===== src/rtl/daisy_pkg.sv =====
package daisy_pkg;

    typedef enum logic [2:0] {
        ST_IDLE  = 3'd0,
        ST_FLUSH = 3'd1,
        ST_PROBE = 3'd2,
        ST_SHIFT = 3'd3,
        ST_LATCH = 3'd4
    } dm_state_e;

    typedef enum logic {
        SENSE_RETURN = 1'b0,
        SENSE_ACK    = 1'b1
    } dm_sense_e;

    typedef struct packed {
        logic timeout;
        logic stuck;
    } dm_flags_s;

    // Edge budget of the marker phase before a timeout is declared.
    function automatic int probe_limit(input int total_bits, input logic ack);
        return ack ? total_bits + 1 : total_bits;
    endfunction

endpackage


===== src/rtl/daisy_sclk.sv =====
module daisy_sclk #(
    parameter int HALF_DIV = 4
) (
    input  logic clk,
    input  logic rst,
    input  logic run,
    input  logic hold,
    output logic sck,
    output logic end_low,
    output logic end_high
);
    localparam int TW = (HALF_DIV > 1) ? $clog2(HALF_DIV) : 1;

    logic [TW-1:0] tcnt;
    logic          last;

    assign last     = (tcnt == TW'(HALF_DIV - 1));
    assign end_low  = run && !sck && last;
    assign end_high = run && sck && last;

    always_ff @(posedge clk) begin
        if (rst || !run) begin
            tcnt <= '0;
            sck  <= 1'b0;
        end else if (last) begin
            tcnt <= '0;
            if (!(hold && !sck)) sck <= ~sck;
        end else begin
            tcnt <= tcnt + 1'b1;
        end
    end
endmodule


===== src/rtl/daisy_sync.sv =====
module daisy_sync (
    input  logic clk,
    input  logic rst,
    input  logic d,
    output logic q
);
    logic meta;

    always_ff @(posedge clk) begin
        if (rst) begin
            meta <= 1'b0;
            q    <= 1'b0;
        end else begin
            meta <= d;
            q    <= meta;
        end
    end
endmodule


===== src/rtl/daisy_pattern.sv =====
module daisy_pattern #(
    parameter int NODES     = 16,
    parameter int NODE_BITS = 2
) (
    input  logic [NODES-1:0]           sel,
    input  logic [NODES-1:0]           pol,
    output logic [NODES*NODE_BITS-1:0] bits
);
    // Node k occupies slice k; the MSB end (farthest node) is shifted first.
    for (genvar k = 0; k < NODES; k++) begin : g_node
        assign bits[k*NODE_BITS +: NODE_BITS] = {NODE_BITS{sel[k] ^ pol[k]}};
    end
endmodule


===== src/rtl/daisy_master.sv =====
module daisy_master
    import daisy_pkg::*;
#(
    parameter int MAX_NODES = 16,
    parameter int NODE_BITS = 2,
    parameter int HALF_DIV  = 4,
    localparam int CW = $clog2(MAX_NODES + 1)
) (
    input  logic                 clk,
    input  logic                 rst,
    input  logic                 disc_req,
    input  logic                 sel_req,
    input  logic                 ack_mode,
    input  logic [MAX_NODES-1:0] sel_pattern,
    input  logic [MAX_NODES-1:0] sel_polarity,
    input  logic                 ret_in,
    input  logic                 ack_in,
    output logic                 sck,
    output logic                 sdo,
    output logic                 latch,
    output logic                 busy,
    output logic                 done,
    output logic [CW-1:0]        node_count,
    output logic                 timeout_err,
    output logic                 stuck_err
);
    localparam int TOT       = MAX_NODES * NODE_BITS;
    localparam int FLUSH_LEN = TOT + 1;
    localparam int EW        = $clog2(TOT + 2) + 1;

    dm_state_e        state;
    dm_sense_e        mode_q;
    dm_flags_s        flags_q;
    logic [EW-1:0]    edges;
    logic [TOT-1:0]   shreg;
    logic [TOT-1:0]   pat_bits;
    logic [CW-1:0]    count_q;
    logic             sdo_q, done_q;
    logic             ret_s, ack_s, line;
    logic             run, hold, end_low, end_high;
    logic             hit, at_limit, idle_bad, flush_end, probe_end;
    logic [EW-1:0]    meas;

    daisy_sync u_sync_ret (.clk(clk), .rst(rst), .d(ret_in), .q(ret_s));
    daisy_sync u_sync_ack (.clk(clk), .rst(rst), .d(ack_in), .q(ack_s));

    daisy_pattern #(.NODES(MAX_NODES), .NODE_BITS(NODE_BITS)) u_pat (
        .sel(sel_pattern), .pol(sel_polarity), .bits(pat_bits)
    );

    daisy_sclk #(.HALF_DIV(HALF_DIV)) u_sclk (
        .clk(clk), .rst(rst), .run(run), .hold(hold),
        .sck(sck), .end_low(end_low), .end_high(end_high)
    );

    always_comb begin
        run       = (state == ST_FLUSH) || (state == ST_PROBE) || (state == ST_SHIFT);
        line      = (mode_q == SENSE_ACK) ? ack_s : ret_s;
        idle_bad  = (mode_q == SENSE_ACK) ? !line : line;
        hit       = (mode_q == SENSE_ACK) ? (line && edges != '0) : line;
        at_limit  = (edges == EW'(probe_limit(TOT, mode_q == SENSE_ACK)));
        flush_end = (state == ST_FLUSH) && (edges == EW'(FLUSH_LEN));
        probe_end = (state == ST_PROBE) && (hit || at_limit);
        hold      = end_low && (flush_end || probe_end);
        meas      = (mode_q == SENSE_ACK) ? edges - 1'b1 : edges;
    end

    always_ff @(posedge clk) begin
        if (rst) begin
            state   <= ST_IDLE;
            mode_q  <= SENSE_RETURN;
            flags_q <= '0;
            edges   <= '0;
            shreg   <= '0;
            count_q <= '0;
            sdo_q   <= 1'b0;
            done_q  <= 1'b0;
        end else begin
            done_q <= 1'b0;
            unique case (state)
                ST_IDLE: begin
                    if (disc_req) begin
                        mode_q <= dm_sense_e'(ack_mode);
                        edges  <= '0;
                        sdo_q  <= 1'b0;
                        state  <= ST_FLUSH;
                    end else if (sel_req) begin
                        shreg  <= pat_bits;
                        sdo_q  <= pat_bits[TOT-1];
                        edges  <= '0;
                        state  <= ST_SHIFT;
                    end
                end
                ST_FLUSH: begin
                    if (end_low && flush_end) begin
                        if (idle_bad) begin
                            flags_q <= '{timeout: 1'b0, stuck: 1'b1};
                            count_q <= '0;
                            done_q  <= 1'b1;
                            state   <= ST_IDLE;
                        end else begin
                            edges <= '0;
                            sdo_q <= 1'b1;
                            state <= ST_PROBE;
                        end
                    end else if (end_high) begin
                        edges <= edges + 1'b1;
                    end
                end
                ST_PROBE: begin
                    if (end_low && probe_end) begin
                        if (hit) begin
                            flags_q <= '0;
                            count_q <= CW'(meas / EW'(NODE_BITS));
                        end else begin
                            flags_q <= '{timeout: 1'b1, stuck: 1'b0};
                            count_q <= '0;
                        end
                        sdo_q  <= 1'b0;
                        done_q <= 1'b1;
                        state  <= ST_IDLE;
                    end else if (end_high) begin
                        edges <= edges + 1'b1;
                        if (mode_q == SENSE_ACK) sdo_q <= 1'b0;
                    end
                end
                ST_SHIFT: begin
                    if (end_high) begin
                        edges <= edges + 1'b1;
                        shreg <= shreg << 1;
                        if (edges == EW'(TOT - 1)) begin
                            sdo_q <= 1'b0;
                            state <= ST_LATCH;
                        end else begin
                            sdo_q <= shreg[TOT-2];
                        end
                    end
                end
                ST_LATCH: begin
                    done_q <= 1'b1;
                    state  <= ST_IDLE;
                end
                default: state <= ST_IDLE;
            endcase
        end
    end

    assign sdo         = sdo_q;
    assign latch       = (state == ST_LATCH);
    assign busy        = (state != ST_IDLE);
    assign done        = done_q;
    assign node_count  = count_q;
    assign timeout_err = flags_q.timeout;
    assign stuck_err   = flags_q.stuck;
endmodule


===== config.mk =====
export PLATFORM = sky130hd
export DESIGN_NAME = daisy_master
export DESIGN_NICKNAME = d
export VERILOG_FILES = /design/src/rtl/daisy_pkg.sv /design/src/rtl/daisy_sclk.sv /design/src/rtl/daisy_sync.sv /design/src/rtl/daisy_pattern.sv /design/src/rtl/daisy_master.sv
export SDC_FILE = /design/constraint.sdc
export NUM_CORES = 1
export LEC_CHECK = 0
export BUFFER_PORTS_ARGS = -buffer_cell sky130_fd_sc_hd__buf_2
export CAP_MARGIN = 20
export CORE_ASPECT_RATIO = 2
export CORE_MARGIN = 2
export CORE_UTILIZATION = 50
export CTS_CLUSTER_SIZE = 20
export DETAILED_ROUTE_END_ITERATION = 12
export HOLD_SLACK_MARGIN = 0.06
export PLACE_DENSITY = 0.83
export SLEW_MARGIN = 0
export SYNTH_ARGS = -nofsm -noshare
export SYNTH_HDL_FRONTEND = slang
export SYNTH_SLANG_ARGS = --single-unit

===== constraint.sdc =====
create_clock -name clk -period 1.9 [get_ports clk]
set_input_delay 0.285 -clock clk [delete_from_list [all_inputs] [get_ports clk]]
set_output_delay 0.285 -clock clk [all_outputs]
set_load 0.05 [all_outputs]

Yosys cells after proc, flatten, opt, wreduce, memory -nomap -nowiden. Index checks and enable logic that the tools add are counted.

Word-level logic and storage cells: 138. Register bits: 58. Input bits: 39. Output and inout bits: 12.

Bitwise gates (word level): 18. Reduce and logical (&&, ||, !) cells: 33. Add/sub/neg operators: 3. Equal/unequal tests: 21. Muxes and demuxes: 48.

Operators with widths (number): 31-bit 2-to-1 mux (3); 31-bit one-hot mux with 2 select lines (1); 7-bit 2-to-1 mux (6); 7-bit one-hot mux with 4 select lines (1); 5-bit 2-to-1 mux (4); 3-bit 2-to-1 mux (6); 1-bit 2-to-1 mux (16); 1-bit XOR (16); 2-bit inequality test (second input constant) (6); 3-bit one-hot mux with 4 select lines (1); 4-bit AND reduction (3); 1-bit logical AND (11); 2-bit 2-to-1 mux (5); 5-bit one-hot mux with 2 select lines (1); 7-bit by 1-bit adder with 7-bit output (second input constant) (1); 7-bit by 5-bit == test with 1-bit output (second input constant) (1); 7-bit by 6-bit == test with 1-bit output (1); 7-bit by 6-bit == test with 1-bit output (second input constant) (1); 7-bit AND reduction (1); 7-bit nonzero test (1); 3-bit by 2-bit == test with 1-bit output (second input constant) (2); 6-bit 2-to-1 mux (1); 2-bit by 1-bit inequality test with 1-bit output (second input constant) (3); 3-bit by 2-bit inequality test with 1-bit output (second input constant) (2); 19 further kinds (29).

Longest topological paths before layout. Gate-level depths: netlist of the first run.

Depth in word-level cells: 10. Gate-level depth with buffers: 8. Gate-level depth less buffers: 7.

Hierarchy. A second synthesis of the first run with hierarchy kept.

Cell total of the unflattened synthesis: 357. Area total of the unflattened synthesis: 3178.0 µm².

Modules (own cells, without submodules): daisy_master (area each 2683.8 µm², cells each 304, sequential area each 1021.0 µm², instances 1); daisy_pattern (area each 260.2 µm², cells each 32, sequential area each 0.0 µm², instances 1); daisy_sclk (area each 128.9 µm², cells each 13, sequential area each 60.1 µm², instances 1); daisy_sync (area each 52.6 µm², cells each 4, sequential area each 40.0 µm², instances 2).

Worst setup path before layout of the first run. OpenSTA, ideal clock, no wires.

Path type: register -> register. Start point: register state[2]. End point: register done_q, in the netlist done. Data arrival time: 2.006 ns. Stages on the path, launching flop included: 5. Buffers on the path: 1. Period minus slack after synthesis: 2.068 ns. Slack: -0.168 ns. Library setup time: 0.061 ns. Data required time: 1.839 ns. Path through: dfxtp_1 -> buf_2 -> inv_1 -> nor3_1 -> o21ba_2.

Elaborated cells between the ends (all ways): 15. Those cells by class: eq/ne (4); mux (3); reduce/logical (8).

RTL lines: start: declaration (RTL line daisy_master.sv:31) `dm_state_e state;`; start signal: assignment (RTL line daisy_master.sv:70) `state <= ST_IDLE;`; start signal: assignment (RTL line daisy_master.sv:86) `state <= ST_FLUSH;`; start signal: assignment (RTL line daisy_master.sv:91) `state <= ST_SHIFT;`; 3-bit == test; via latch (RTL line daisy_master.sv:20) `output logic latch,`; 1-bit one-hot mux with 3 select lines (RTL line daisy_master.sv:80) `unique case (state)`; end signal: assignment (RTL line daisy_master.sv:77) `done_q <= 1'b0;`; end signal: assignment (RTL line daisy_master.sv:79) `done_q <= 1'b0;`; end signal: assignment (RTL line daisy_master.sv:99) `done_q <= 1'b1;`; end: declaration (RTL line daisy_master.sv:38) `logic sdo_q, done_q;`.

The timed path passes the listed nets, and every way through them passes these cells. A chain may end at the register's enable or synchronous reset.

Worst setup path after layout of the first run.
Start point: register edges[5]. End point: register edges[4].

Longest elaborated chain between the ends: 8. Elaborated cells between the ends (all ways): 15. Those cells by class: eq/ne (4); mux (3); reduce/logical (8).

Ends and longest elaborated chain: start: declaration (RTL line daisy_master.sv:34) `logic [EW-1:0] edges;`; start signal: assignment (RTL line daisy_master.sv:107) `edges <= edges + 1'b1;`; start signal: assignment (RTL line daisy_master.sv:123) `edges <= edges + 1'b1;`; start signal: assignment (RTL line daisy_master.sv:129) `edges <= edges + 1'b1;`; 7-bit nonzero test (RTL line daisy_master.sv:60) `hit = (mode_q == SENSE_ACK) ? (line && edges != '0) : line;`; 1-bit logical AND (RTL line daisy_master.sv:60); 1-bit 2-to-1 mux (RTL line daisy_master.sv:60); 1-bit logical OR (RTL line daisy_master.sv:63) `probe_end = (state == ST_PROBE) && (hit || at_limit);`; 1-bit logical AND (RTL line daisy_master.sv:63); 1-bit logical AND (RTL line daisy_master.sv:111) `if (end_low && probe_end) begin`; 2-bit inequality test (no line); 4-bit AND reduction (no line).

Parallel ways exist; a longest one is shown, timed or not.

==> results of run 1 <==
==> registers in the layout, summed over array words and instances (netlist names) <==
signal           cells
stuck_err            1
sdo                  1
done                 1
u_sync_ack.q         1
state                3
u_sync_ret.q         1
u_sclk.tcnt          2
node_count           5
edges                7
u_sync_ack.meta      1
timeout_err          1
u_sclk.sck           1
u_sync_ret.meta      1
shreg               31
mode_q               1
==> metal layers <==
metal	routed length [microns]	part of all wire (%)	track usage [%]
met1	2830	38	25.6
met2	3970	53	40.3
met3	353	4.7	6.27
met4	379	5.0	17.5
met5	0	0	0
==> Yosys cell counts, types with 2 or more instances <==
master | number | area share (%)
buf_2 | 6 | 1.0
or2_2 | 3 | 0.65
nand3_1 | 5 | 0.87
a211oi_1 | 2 | 0.52
mux2i_1 | 2 | 0.69
a221oi_1 | 2 | 0.61
nor3_1 | 15 | 2.6
nor4b_1 | 3 | 0.91
nand2_1 | 57 | 7.4
clkbuf_1 | 17 | 2.2
nand2b_1 | 4 | 0.87
o2bb2ai_1 | 2 | 0.61
inv_1 | 7 | 0.91
nor3b_1 | 5 | 1.3
a21oi_1 | 39 | 6.8
xnor2_1 | 23 | 7.0
dfxtp_1 | 58 | 40
nor2_1 | 10 | 1.3
a31oi_1 | 3 | 0.65
o211ai_1 | 31 | 8.1
nor2b_1 | 5 | 1.1
ha_1 | 5 | 2.2
o21ai_0 | 4 | 0.69
nand4_1 | 2 | 0.43
or3_1 | 2 | 0.43
xor2_1 | 4 | 1.2
==> per-stage QoR <==
step,setup slack (ps),area (sq um),std cells,utilization [%],hold WS (ps)
after global placement,-2.69,3320,454,58.7,411
after CTS,13.3,3640,471,64.3,162
final,0.890,3760,473,66.4,170
after floorplan,3.72,2890,343,-,403
after global routing,-94.7,3760,473,66.4,171
after detailed placement,-67.3,3320,454,58.7,425
==> power by group through the flow <==
stage	clock network [mW]	logic [mW]	registers (mW)
finish	1.51	1.59	1.44
detailed placement	0	1.42	1.46
global route	1.59	1.71	1.46
floorplan	0	0.966	1.48
CTS	1.54	1.46	1.43
global placement	0	1.40	1.45
==> layout make-up <==
class / instances / area, sq um
clock buffers: 14 / 274
clock inverters: 2 / 10.0
fillers: 463 / 1900
inverters: 7 / 26.3
multi-input cells: 254 / 1740
flip-flops and latches: 58 / 1170
well taps: 61 / 76.3
repair buffers: 77 / 465
==> cells by family after synthesis <==
| logic type | after synthesis | synth area share [%] |
|---|---|---|
| AND/OR/NAND/NOR | 122 | 21.4 |
| AO/OA/AOI/OAI | 97 | 22.5 |
| flip-flops | 58 | 40.3 |
| buffers and inverters | 31 | 4.34 |
| XOR/XNOR | 27 | 8.21 |
| adder cells (fa/ha/maj) | 5 | 2.17 |
| multiplexers | 3 | 1.09 |
==> worst max-delay path by stage <==
| stage | startpoint | depth (start not counted) | slack (ps) | endpoint |
|---|---|---|---|---|
| floorplan | u_sclk.sck | 5 | 4 | edges[2] |
| global placement | edges[2] | 5 | -3 | edges[6] |
| finish | edges[5] | 7 | 0.9 | edges[4] |
| detailed placement | edges[2] | 5 | -70 | edges[4] |
| global route | edges[5] | 7 | -90 | edges[0] |
| CTS | edges[1] | 7 | 10 | state[1] |
==> placed cells by master, fill, tap and decap left out, types with 2 or more instances in the layout <==
cell type and instances:
buf_4 26, nor3b_1 3, o2bb2ai_1 2, buf_2 50
ha_2 2, ha_1 3, nor3b_2 2, nand2_1 56
or2_2 3, nor3_2 3, nor3_1 13, o211ai_1 31
nand4_1 2, nor2_1 9, nand2b_1 4, o21ai_0 3
clkbuf_1 2, clkbuf_16 9, xor2_1 4, nor2b_1 4
a21oi_1 38, inv_1 6, xnor2_1 23, clkbuf_8 3
dfxtp_1 53, clkinv_2 2, nor4b_4 2, mux2i_1 2
dfxtp_2 5, nand3_1 5
==> what timing repair did <==
action / in CTS / in global routing
gates resized for setup: 5 / 23
hold endpoints to repair: 0 / 0
endpoints found under the setup margin: 7 / 31
cloned: 0 / 0
setup buffers: 1 / 2
pin swaps: 1 / 5
==> results_dict.tcl, run 1 <==
set metrics [dict create \
    cell_internal_pwr_mw 3.01 \
    synth_flop_cell "dfxtp_1" \
    antenna_found_initial 0 \
    grt_usage_pct 24.3 \
    synth_edf_count 0 \
    antennaDiodeCount 0 \
    tightest_slew_ps 559 \
    clk_path_buf_depth 2 \
    grt_pass1_vias 2667 \
    dieArea_sq_um 6420 \
    r2r-end "edges[4]" \
    async_reset_ff_share_pct 0 \
    dp_hpwl_microns 5190 \
    syn_area_per_cell_sq_um 8.40 \
    grt_pass1_wl_microns 12100 \
    min_from "ret_in" \
    ys_seq_area_share_pct 40.3 \
    min_path_type "in -> reg" \
    rsz0062_at_grt "yes" \
    setup_tns_ps 0 \
    p_seq_share_pct 31.7 \
    first_pass_iters 4 \
    reg2reg_from "edges[5]" \
    max-cap-violations 0 \
    vias 2755 \
    start_kind "register" \
    slew_violations 0 \
    path_buf_inv 2 \
    nets 451 \
    core_sq_um 5660 \
    clk_pin_slew_ps 50 \
    clock-sinks 58 \
    initial_utilization_pct 50.9 \
    clock_power_share_pct 33.2 \
    relSlewSlack_pct 62.3 \
    grt_overflow 0 \
    dr.first_iter.drc_count 99 \
    ir_drop_v 0.000904 \
    antenna_left 0 \
    rrSetupSlack_ps 0.9 \
    root_buffer "clkbuf_16" \
    wl_per_cell_microns 15.9 \
    skew_ps 6.74 \
    die_y_microns 111 \
    netSwitchingFraction_pct 33.6 \
    cts_inserted_buffers 9 \
    cts_tree "done" \
    synth_nets 387 \
    area_delta_synth_final_pct 30.4 \
    io_buffers 50 \
    critical_path_class "reg -> reg" \
    pwr_density_cell_nw_per_um2 1210 \
    grt_max_degree 54 \
    cp-end-kind "register" \
    ios 51 \
    post-route-min-period_ps 1900 \
    wl_microns 7530 \
    cp_max_fo 7 \
    cts-htree-levels 3 \
    max_freq_mhz 527 \
    hold_end "u_sync_ret.meta" \
    holdPathStages 2 \
    setup_viol 0 \
    clk_latency_ps 330 \
    outcome "finished clean" \
    cp.required_ps 2150 \
    path_cells "nor3b_1 > nand4_1 > buf_4 > o22ai_4 > nor4b_4 > buf_4 > nor3_1" \
    finalCritPeriodShare_pct 100 \
    netlist_instances 343 \
    drive_above_1_share_pct 31.1 \
    crit_top_cell "buf_4" \
    slowest_stage "dfxtp_2" \
    viasPerCell 5.82 \
    synth-warning-count 0 \
    reg2reg_depth 7 \
    hold_violations 0 \
    synth_cell_types 53 \
    drc 0 \
    power_leakage_nw 1.43 \
    combPwrFrac_pct 35.0 \
    cts_hold_buffers 0 \
    total_power_mw 4.54 \
    critPathArrivalTime_ps 2150 \
    rows 39 \
    p_sw_mw 1.52 \
    gp_congestion 0.914 \
    cpPeakStageDelay_ps 440 \
    cp_top_family "simple AND/OR/NAND/NOR gates" \
    netlist_area_sq_um 2880 \
    die_w_microns 57.7 \
    ys_seq_elements 58 \
]
(Power assumes the default switching activity.)
==> inputs of run 2 (changes only) <==
--- a/config.mk
+++ b/config.mk
@@ -7,8 +7,7 @@
 export LEC_CHECK = 0
 export BUFFER_PORTS_ARGS = -buffer_cell sky130_fd_sc_hd__buf_2
 export CAP_MARGIN = 20
-export CORE_ASPECT_RATIO = 2
-export CORE_MARGIN = 2
+export CORE_MARGIN = 4
 export CORE_UTILIZATION = 50
 export CTS_CLUSTER_SIZE = 20
 export DETAILED_ROUTE_END_ITERATION = 12
==> results_dict.tcl, run 2 (synthesis gave the netlist of run 1 again) <==
set metrics [dict create \
    cts_hold_buffers 0 \
    critical_path_class "reg -> reg" \
    setup_viol 1 \
    pwr_density_cell_nw_per_um2 1170 \
    violations "negative setup slack" \
    hold_end "u_sync_ack.meta" \
    cp_max_fo 4 \
    finalCritPeriodShare_pct 100 \
    ir_drop_v 0.000592 \
    power_leakage_nw 1.44 \
    regMostFlops "shreg" \
    reg2reg_from "edges[0]" \
    grt_pass1_wl_microns 11900 \
    cts_tree "done" \
    max-cap-violations 0 \
    antenna_found_initial 0 \
    grt_usage_pct 20.5 \
    start_kind "register" \
    die_w_microns 83.9 \
    ios 51 \
    cell_internal_pwr_mw 2.89 \
    utilization_pct 68.0 \
    gp_congestion 0.864 \
    slew_violations 0 \
    clk_pin_slew_ps 70 \
    r2r-end "edges[2]" \
    drive_above_1_share_pct 33.0 \
    outcome "finished with violations" \
    stdcell_area_sq_um 3760 \
    min_from "ack_in" \
    rrSetupSlack_ps -6 \
    clk_path_buf_depth 2 \
    viasPerCell 5.71 \
    drc 0 \
    cp-end-kind "register" \
    wl_microns 7370 \
    p_seq_share_pct 32.6 \
    critPathArrivalTime_ps 2170 \
    post_dp_cell_area_sq_um 3360 \
    area_delta_synth_final_pct 30.7 \
    grt_pass1_vias 2649 \
    first_pass_iters 4 \
    die_y_microns 83.9 \
    cts_inserted_buffers 9 \
    root_buffer "clkbuf_8" \
    dieArea_sq_um 7040 \
    post-route-min-period_ps 1910 \
    initial_utilization_pct 52.0 \
    largest_register_ffs 31 \
    final_cell_mix "nand2_1, dfxtp_1, buf_2" \
    reg2reg_depth 7 \
    place_inst 470 \
    max_freq_mhz 525 \
    cp.required_ps 2160 \
    io_buffers 50 \
    rsz0062_at_grt "yes" \
    vias 2815 \
    nets 460 \
    holdPathStages 2 \
    netSwitchingFraction_pct 34.4 \
    clk_latency_ps 350 \
    grt_overflow 0 \
    antenna_left 0 \
    cts-htree-levels 3 \
    setup_tns_ps -6.24 \
    clock_power_share_pct 30.5 \
    final_common_cell "nand2_1" \
    total_power_mw 4.41 \
    relSlewSlack_pct 61.9 \
    combPwrFrac_pct 36.9 \
    tightest_slew_ps 563 \
    dr.first_iter.drc_count 240 \
    antennaDiodeCount 0 \
    dp_hpwl_microns 4750 \
    p_sw_mw 1.52 \
    core_sq_um 5540 \
    wl_per_cell_microns 14.9 \
    finalNonFillerCells 493 \
    min_path_type "in -> reg" \
    skew_ps 10.3 \
    layout_setup_ws_ps -6.24 \
    rows 27 \
    grt_max_degree 54 \
    clock-sinks 58 \
    hold_violations 0 \
]
run 2: cell count changes in the layout (fill, tap and decap cells not counted), sizes merged:
cell	change
clkinvlp	+1
buf	+9
clkinv	-1
clkbuf	-2
bufinv	+2
run 2: metal layers:
metal / wire length (microns) / vias up / global-route usage [%]
met2: 3410 / 99 / 32.9
met4: 311 / 0 / 11.4
met3: 465 / 30 / 4.84
met5: 0 / - / 0
met1: 3180 / 1311 / 25.0
li1: - / 1375 / -
run 2: layout make-up:
class	instances	area, sq um
fillers	419	1780
multi-input cells	254	1710
inverters	7	28.8
well taps	72	90.1
repair buffers	86	528
clock inverters	4	72.6
clock buffers	12	165
flip-flops and latches	58	1170
run 2: critical path, cell delays in order, from the launching register on:
cell and delay (ps):
dfxtp_4 360, buf_4 150, ha_1 230, nand4_1 170
buf_6 160, a21oi_2 70, or4_4 510, a211oi_2 180
run 2: worst max-delay path by stage:
stage / start / slack (ps) / cells past startpoint / endpoint
2_1_floorplan: u_sclk.sck / 4 / 5 / edges[2]
3_3_place_gp: edges[0] / 80 / 7 / state[1]
3_5_place_dp: edges[0] / 20 / 8 / edges[2]
4_1_cts: u_sclk.tcnt[0] / 0.2 / 6 / edges[2]
5_1_grt: edges[5] / -110 / 7 / edges[3]
6_report: edges[0] / -6 / 7 / edges[2]
run 2: power groups by stage:
stage	combinational (mW)	sequential, mW	clock [mW]
floorplan	0.966	1.48	0
global placement	1.42	1.45	0
detailed placement	1.45	1.46	0
CTS	1.46	1.43	1.36
global route	1.76	1.45	1.43
finish	1.63	1.44	1.34
run 2: metrics by stage:
stage                     hold slack [ps]  worst slack [ps]
after global placement                412              79.1
final                                 154             -6.24
after detailed placement              432              22.9
after floorplan                       403              3.72
after CTS                             151             0.161
after global routing                  181              -109
run 2: what timing repair did:
item                       4_1_cts  5_1_grt
setup buffers                    0        7
gates resized for setup          0       28
hold endpoints to repair         0        0
setup endpoints to repair        0       36
==> inputs of run 3 (changes only) <==
==> constraint.sdc (replaced) <==
create_clock -name clk -period 1.9 [get_ports clk]
set_input_delay 0.38 -clock clk [delete_from_list [all_inputs] [get_ports clk]]
set_output_delay 0.38 -clock clk [all_outputs]
set_load 0.05 [all_outputs]
==> results_dict.tcl, run 3 (synthesis gave the netlist of run 1 again) <==
set metrics [dict create \
    rrSetupSlack_ps -30 \
    antenna_left 0 \
    start_kind "register" \
    cp-end-kind "register" \
    skew_ps 4.35 \
    clock_power_share_pct 24.8 \
    cell_internal_pwr_mw 2.53 \
    min_from "ret_in" \
    grt_pass1_wl_microns 12000 \
    outcome "finished with violations" \
    max_freq_mhz 518 \
    grt_pass1_vias 2620 \
    root_buffer "clkbuf_8" \
    cp.required_ps 2100 \
    drive_above_1_share_pct 32.8 \
    clk_pin_slew_ps 60 \
    post_dp_cell_area_sq_um 3360 \
    combPwrFrac_pct 39.5 \
    hold_violations 0 \
    dieArea_sq_um 7040 \
    dr.first_iter.drc_count 214 \
    die_w_microns 83.9 \
    viasPerCell 5.75 \
    critical_path_class "reg -> reg" \
    wl_per_cell_microns 15.1 \
    first_pass_iters 5 \
    layout_setup_ws_ps -29.0 \
    cts_inserted_buffers 9 \
    reg2reg_depth 7 \
    clk_path_buf_depth 2 \
    dp_slack_ps -47.2 \
    cts-htree-levels 3 \
    io_buffers 50 \
    regMostFlops "shreg" \
    violations "negative setup slack" \
    drc 0 \
    min_path_type "in -> reg" \
    grt_overflow 0 \
    p_seq_share_pct 35.7 \
    rsz0062_at_grt "yes" \
    finalCritPeriodShare_pct 102 \
    tightest_slew_ps 590 \
    core_sq_um 5540 \
    relSlewSlack_pct 60.7 \
    hold_end "u_sync_ret.meta" \
    rows 27 \
    clk_latency_ps 340 \
    cp_max_fo 3 \
    pwr_density_cell_nw_per_um2 1090 \
    netSwitchingFraction_pct 36.9 \
    antenna_found_initial 0 \
    final_cell_mix "nand2_1, dfxtp_1, buf_2" \
    final_common_cell "nand2_1" \
    antennaDiodeCount 0 \
    r2r-end "sdo" \
    stdcell_area_sq_um 3700 \
    vias 2819 \
    holdPathStages 2 \
    setup_viol 1 \
    initial_utilization_pct 52.0 \
    reg2reg_from "edges[1]" \
    wl_microns 7390 \
    gp_congestion 0.874 \
    nets 458 \
    cts_tree "done" \
    max-cap-violations 0 \
    ios 51 \
    dp_hpwl_microns 4900 \
    hold_ws_ps 253 \
    grt_usage_pct 20.6 \
    area_delta_synth_final_pct 28.4 \
    critPathArrivalTime_ps 2130 \
    post-route-min-period_ps 1930 \
    p_sw_mw 1.48 \
    largest_register_ffs 31 \
    die_y_microns 83.9 \
    clock-sinks 58 \
    setup_tns_ps -29.0 \
    grt_max_degree 54 \
    ir_drop_v 0.000570 \
    cts_hold_buffers 0 \
    power_leakage_nw 1.41 \
    slew_violations 0 \
]
run 3: cell count changes in the layout (fill, tap and decap cells not counted), sizes merged:
cell,delta
clkinvlp,-1
clkinv,+2
buf,-2
bufinv,-2
run 3: layout make-up:
cell class	instances	area, sq um
Timing Repair Buffer	84	527
Tap cell	72	90.1
Inverter	7	26.3
Multi-Input combinational cell	254	1720
Clock inverter	3	15.0
Fill cell	431	1840
Sequential cell	58	1170
Clock buffer	12	155
run 3: timing repair:
action,in CTS,in global routing
setup buffers,1,5
pin swaps,2,6
resized for setup,2,33
setup endpoints to repair,9,26
endpoints found under the hold margin,0,0
run 3: per-layer routing:
layer	GRT usage (%)	part of all wire [%]	vias to the layer above
li1	-	-	1367
met1	25.3	42	1311
met2	34.6	49	121
met3	6.42	6.5	20
met4	5.99	2.1	0
met5	0	0	-
run 3: worst max path at each step:
stage / cells past startpoint / from / end / slack [ps]
CTS: 7 / edges[0] / state[1] / 7
detailed placement: 8 / edges[0] / edges[2] / -50
global placement: 7 / edges[0] / state[1] / 50
finish: 7 / edges[1] / sdo / -30
floorplan: 5 / u_sclk.sck / edges[2] / 4
global route: 7 / edges[1] / sdo / -90
run 3: critical path: stages (launching register included):
cell and delay, ps:
dfxtp_2 330, buf_4 150, nor4b_1 400, a31oi_2 230, buf_4 190, o21ai_0 250, a31o_2 200, a21oi_1 50
run 3: power groups by stage:
stage | logic (mW) | registers [mW] | clock network [mW]
after CTS | 1.45 | 1.43 | 1.00
after floorplan | 0.966 | 1.48 | 0
final | 1.59 | 1.43 | 0.995
after global routing | 1.72 | 1.45 | 1.07
after detailed placement | 1.45 | 1.46 | 0
after global placement | 1.40 | 1.45 | 0
run 3: through the flow:
stage / utilization (%) / std cells / power [mW]
after floorplan: - / 343 / 2.44
after global placement: 60.6 / 470 / 2.85
after detailed placement: 60.6 / 470 / 2.90
after CTS: 64.0 / 486 / 3.89
after global routing: 66.8 / 490 / 4.23
final: 66.8 / 490 / 4.01
